**src/rtl/dma_chan_engine.sv**
```systemverilog
module dma_chan_engine #(
  parameter int OFS_W = 16,
  parameter int CNT_W = 16,
  parameter int WIN_W = 8,
  parameter logic [WIN_W-1:0] WIN_BASE = 8'h80,
  parameter int RING_LEN = 32
) (
  input  logic                   clk,
  input  logic                   rst_n,
  input  logic                   cfg_load,
  input  logic [OFS_W-1:0]       cfg_src,
  input  logic [OFS_W-1:0]       cfg_dst,
  input  logic [CNT_W-1:0]       cfg_cnt,
  input  logic                   cfg_hw,
  input  logic [1:0]             cfg_src_mode,
  input  logic [1:0]             cfg_dst_mode,
  input  logic                   irq_clr,
  input  logic                   grant,
  output logic                   busy,
  output logic                   done,
  output logic                   err,
  output logic                   underflow,
  output logic                   irq,
  output logic                   mem_rd,
  output logic                   mem_wr,
  output logic                   mem_hw,
  output logic [WIN_W+OFS_W-1:0] mem_addr,
  output logic [15:0]            mem_wdata,
  input  logic [15:0]            mem_rdata
);
  localparam int RING_W = (RING_LEN > 1) ? $clog2(RING_LEN) : 1;

  typedef enum logic [2:0] {S_IDLE, S_RD, S_WR, S_FIN, S_ERR} st_t;
  st_t state;

  logic [OFS_W-1:0]  src, dst, src0, dst0;
  logic [CNT_W-1:0]  cnt, rld;
  logic [RING_W-1:0] ring;
  logic [1:0]        smode, dmode;
  logic              hw, uf_q;

  wire [OFS_W-1:0] step  = {{(OFS_W-2){1'b0}}, hw, ~hw};
  wire             wrap  = (ring == RING_W'(RING_LEN - 1));
  wire             misal = hw & (src[0] | dst[0]);
  wire             last  = (cnt == '0);

  function automatic logic [OFS_W-1:0] next_ofs(input logic [1:0] m,
      input logic [OFS_W-1:0] a, input logic [OFS_W-1:0] a0,
      input logic [OFS_W-1:0] s, input logic w);
    case (m)
      2'd1:    next_ofs = a + s;
      2'd2:    next_ofs = w ? a0 : a + s;
      default: next_ofs = a;
    endcase
  endfunction

  always_ff @(posedge clk or negedge rst_n) begin
    if (!rst_n) begin
      state <= S_IDLE;
      src <= '0; dst <= '0; src0 <= '0; dst0 <= '0;
      cnt <= '0; rld <= '0; ring <= '0;
      smode <= 2'd0; dmode <= 2'd0; hw <= 1'b0;
      uf_q <= 1'b0; irq <= 1'b0;
    end else begin
      uf_q <= (state == S_WR) && last;
      case (state)
        S_IDLE: if (grant) state <= misal ? S_ERR : S_RD;
        S_RD:   state <= S_WR;
        S_WR: begin
          state <= S_FIN;
          src   <= next_ofs(smode, src, src0, step, wrap);
          dst   <= next_ofs(dmode, dst, dst0, step, wrap);
          ring  <= wrap ? '0 : ring + 1'b1;
          cnt   <= last ? rld : cnt - 1'b1;
        end
        default: state <= S_IDLE;
      endcase
      if ((state == S_WR) && last) irq <= 1'b1;
      else if (cfg_load || irq_clr) irq <= 1'b0;
      if (cfg_load) begin
        src <= cfg_src; dst <= cfg_dst; src0 <= cfg_src; dst0 <= cfg_dst;
        cnt <= cfg_cnt; rld <= cfg_cnt; ring <= '0;
        smode <= cfg_src_mode; dmode <= cfg_dst_mode; hw <= cfg_hw;
      end
    end
  end

  assign busy      = (state != S_IDLE);
  assign done      = (state == S_FIN);
  assign err       = (state == S_ERR);
  assign underflow = uf_q;
  assign mem_rd    = (state == S_RD);
  assign mem_wr    = (state == S_WR);
  assign mem_hw    = hw;
  assign mem_addr  = {WIN_BASE, (state == S_WR) ? dst : src};
  assign mem_wdata = hw ? mem_rdata : {8'h00, mem_rdata[7:0]};

  a_r1_read_then_write: assert property (@(posedge clk) disable iff (!rst_n)
    mem_rd |=> mem_wr && !mem_rd);
  a_r1_no_overlap: assert property (@(posedge clk) disable iff (!rst_n)
    !(mem_rd && mem_wr));
  a_r8_done_after_write: assert property (@(posedge clk) disable iff (!rst_n)
    mem_wr |=> done && !mem_wr);
  a_r8_done_single: assert property (@(posedge clk) disable iff (!rst_n)
    done |=> !done);
  a_r6_uf_with_done: assert property (@(posedge clk) disable iff (!rst_n)
    underflow |-> done);
  a_r7_irq_follows_uf: assert property (@(posedge clk) disable iff (!rst_n)
    underflow |-> irq);
  a_r9_err_no_access: assert property (@(posedge clk) disable iff (!rst_n)
    err |-> !mem_rd && !mem_wr && !done);
  a_r10_busy_grant: assert property (@(posedge clk) disable iff (!rst_n)
    (busy && !done && !err) |=> busy);
endmodule

```
**config.mk**
```make
export PLATFORM = sky130hd
export DESIGN_NAME = dma_chan_engine
export DESIGN_NICKNAME = d
export VERILOG_FILES = /design/src/rtl/dma_chan_engine.sv
export SDC_FILE = /design/constraint.sdc
export NUM_CORES = 1
export LEC_CHECK = 0
export ABC_AREA = 1
export CAP_MARGIN = 20
export CORE_UTILIZATION = 40
export DETAILED_ROUTE_END_ITERATION = 12
export HOLD_SLACK_MARGIN = 0.12
export PLACE_DENSITY = 0.76
export SLEW_MARGIN = 10
export SYNTH_ARGS = -nofsm -noshare
export SYNTH_HDL_FRONTEND = slang
export SYNTH_SLANG_ARGS = --single-unit
```
**constraint.sdc**
```tcl
create_clock -name clk -period 3.4 [get_ports clk]
set_input_delay 0.68 -clock clk [delete_from_list [all_inputs] [get_ports clk]]
set_output_delay 0.68 -clock clk [all_outputs]
set_load 0.03 [all_outputs]
```
==> results by group <==
STA
  – Final setup fails: 0
  – Total Neg Setup Slack: 0 ns
  – Skew final: 0.0104 ns
  – Count of final max-slew check failures: 0
  – Worst setup margin: 0.290 ns
  – Worst slew margin: 46.1%
  – Final hold violation count: 0
  – Fin crit share: 91.5%
  – RSZ-0062 raised after global routing: no
  – Minimum clock period: 3.11 ns
  – Slew @ Worst Pin: 0.808 ns
  – Peak Freq: 322 MHz

Drt
  – Via density: 5.06
  – Iteration-0 DRC Markers: 465
  – Total number of vias: 6213
  – Routed WL: 17400 um
  – DRC: 0
  – Wire per inst: 14.2 um
  – Iteration count of the initial detailed-routing pass: 5
  – Antenna-violating nets left: 0

Cells and area
  – Fillers: 1615
  – Fin nets: 1091
  – N_diodes: 0
  – Layout cells sized above 1: 3.75%
  – Final Core Density: 50.0%
  – P&R area growth vs syn: 20.9%

Die
  – Chip width: 131 um
  – Std cell rows: 46
  – Initial core utilization: 41.3%
  – # IOs: 122
  – CORE AREA: 0.0160 mm2
  – Full die area: 0.0171 mm2
  – Die height: 131 um

Pwr
  – Switching Share: 40.7%
  – Comb pwr share: 40.2%
  – Flop pwr share: 37.3%
  – Power Internal: 2900 uW
  – Leakage: 0.00391 uW
  – Pwr per Cell Area: 612 mW/mm2
  – Peak supply drop: 0.354 mV
  – P_sw: 2000 uW
  – Clock Power Share: 22.4%

Clock tree
  – Cts hold-fix bufs: 0
  – Root buffer cell: clkbuf_16
  – H-tree Lvls: 3
  – Clk pin slew, worst setup/hold paths: 0.07 ns
  – Clk sinks: 111
  – CTS Buf Count: 9
  – CTS tree: done
  – Post-cts repair resize count: 0
  – CTS Buffer Depth: 2
  – Post-CTS setup buffer count: 0
  – Clock Latency Late Sink: 0.36 ns

Global routing
  – Total congestion overflow: 0
  – Met2 Use GR: 36.9%
  – Vias in the first global route: 5828
  – First-pass GRT wire length: 28600 um
  – Largest net degree at the start of global routing: 76
  – All-Layer GR Usage: 21.6%
  – Met3 usage in global routing: 5.13%
  – Antenna violations before repair: 0
  – M1 GR Usage: 27.7%
  – Layer with the highest usage: met2

Placed design
  – Hpwl dp: 12600 um
  – Routability cong.: 0.893
  – Port Buf Inserts: 97
  – Pre-CTS setup slack: 0.714 ns

Yosys
  – Yosys top cell area share: 42.0%
  – Post-Synthesis Cells: 933
  – Cell taking the most area after synthesis: dfrtp_1
  – Async SR Flop Fraction: 100%
  – Sequential element share of the synthesized area: 42.0%
  – Syn Area/Cell: 7.09 um2
  – Top cells by area, synth: dfrtp_1, nand2_1, o21ai_0
  – #FFs+latches synth: 111
  – Library cells used by synthesis: 37
  – Synthesized cell area: 0.00662 mm2
  – Top_reg_cell synth: dfrtp_1
  – Number of synthesized flops with an enable pin: 0
  – Warnings from Yosys: 0

Worst setup path
  – Crit path cell chain: nand3b_1, buf_4, o21ai_0, clkdlybuf4s50_1
  – CP max stage delay: 0.70 ns
  – Critical path type: reg -> out
  – WP depth: 4
  – Buffers & Inverters on Critical Path: 2
  – CP arrival: 2.43 ns
  – Max Fanout on Critical Path: 29
  – Critical path endpoint category: output pin
  – Worst Path Required: 2.72 ns
  – Crit-path leading delay family: buffers and inverters
  – Startpoint types: flop
  – Reg2reg path depth: 11
  – Slowest cell on the critical path: clkdlybuf4s50_1

Status
  – Status: finished clean

Run
  – MaxCap Viol Count: 0

Worst hold path
  – Worst hold path class: in -> async
==> per-stage QoR <==
step	hold slack [ns]	instance area, um2	std cells	total power, uW
final	0.343	8000	1228	4900
after global routing	0.380	8000	1228	5250
after CTS	0.360	8000	1228	4920
after detailed placement	0.453	7690	1212	3800
after global placement	0.447	7690	1212	3770
after floorplan	0.384	6640	939	3110
==> final cells by class <==
cell class	count	area (um2)	area share (%)
Tap cell	216	270	3.38
Inverter	128	480	6.01
Clock inverter	4	51.3	0.641
Clock buffer	12	256	3.21
Multi-Input combinational cell	651	3120	39.0
Sequential cell	111	2780	34.7
Timing Repair Buffer	106	1050	13.1
==> path summary, 6_finish.rpt <==
check / to / from / slack (ns)
hold / removal: rld[7] / rst_n / 0.34
setup / recovery: mem_addr[9] / state[0] / 0.29
min in group clk: rld[7] / rld[7] / 0.46
setup reg to reg: src[8] / ring[0] / 0.80
hold reg to reg: rld[7] / rld[7] / 0.46
max in group asynchronous: src[13] / rst_n / 2.30
==> synthesized netlist by cell type (2+ instances only) <==
master	n
a211oi_1	9
inv_1	124
xnor2_1	3
fa_1	2
a21oi_1	52
nand4_1	17
o221ai_1	2
nand2_1	255
buf_1	2
buf_2	13
o211ai_1	5
nand3_2	2
dfrtp_1	111
clkbuf_1	17
a21boi_0	2
nand2_2	4
a21boi_1	13
xor2_1	2
ha_1	8
inv_2	2
o22ai_1	5
or2_0	2
o21ai_1	5
buf_4	17
a22o_1	2
nor2_1	62
conb_1	2
nand3_1	81
o21ai_0	94
nor3_1	10
clkinv_1	2
==> worst reg2reg max path, delay by kind of cell (launching register included) <==
| family | cells | cell delay [ns] |
|---|---|---|
| and+or+nand+nor | 5 | 0.61 |
| buffers and inverters | 1 | 0.58 |
| AOI/OAI and AO/OA | 3 | 0.49 |
| adders and majority gates | 2 | 0.46 |
| DFF | 1 | 0.42 |
==> logic make-up after synthesis <==
group	share of synthesized area, %
AND/OR/NAND/NOR	27.9
AO/OA/AOI/OAI	16.0
buffers and inverters	11.3
flip-flops	42.0
adder cells (fa/ha/maj)	2.12
XOR/XNOR	0.662
other	0.114
==> flip-flops by register name (all words and copies together) (netlist names) <==
register / flops
cnt: 16
smode: 2
dst: 16
dst0: 16
ring: 5
state: 3
mem_hw: 1
dmode: 2
src: 16
underflow: 1
irq: 1
src0: 16
rld: 16
==> per-layer routing <==
metal / wire length [um] / up-vias
met4: 212 / 0
met5: 0 / -
li1: - / 3144
met3: 1100 / 15
met2: 8260 / 196
met1: 7860 / 2858
==> power groups by stage <==
stage	clock, uW	combinational [uW]	sequential [uW]
after floorplan	0	1340	1770
after global placement	0	1920	1840
after detailed placement	0	1960	1850
after CTS	1130	1970	1820
after global routing	1180	2210	1870
final	1100	1970	1830
==> cells in the final DEF, fill, tap and decap left out, types with 3 or more instances in the layout <==
master	count
nand4_1	17
nand2_1	255
inv_1	124
nor2_1	62
a211oi_1	9
nor3_1	10
a21oi_1	52
dfrtp_1	111
xnor2_1	3
o22ai_1	5
clkdlybuf4s50_1	95
nand2_2	4
o21ai_1	5
o211ai_1	5
buf_4	10
nand3_1	81
conb_1	8
ha_1	8
clkbuf_16	9
a21boi_1	13
o21ai_0	94
Note: power is estimated with default switching activity, not from simulation.
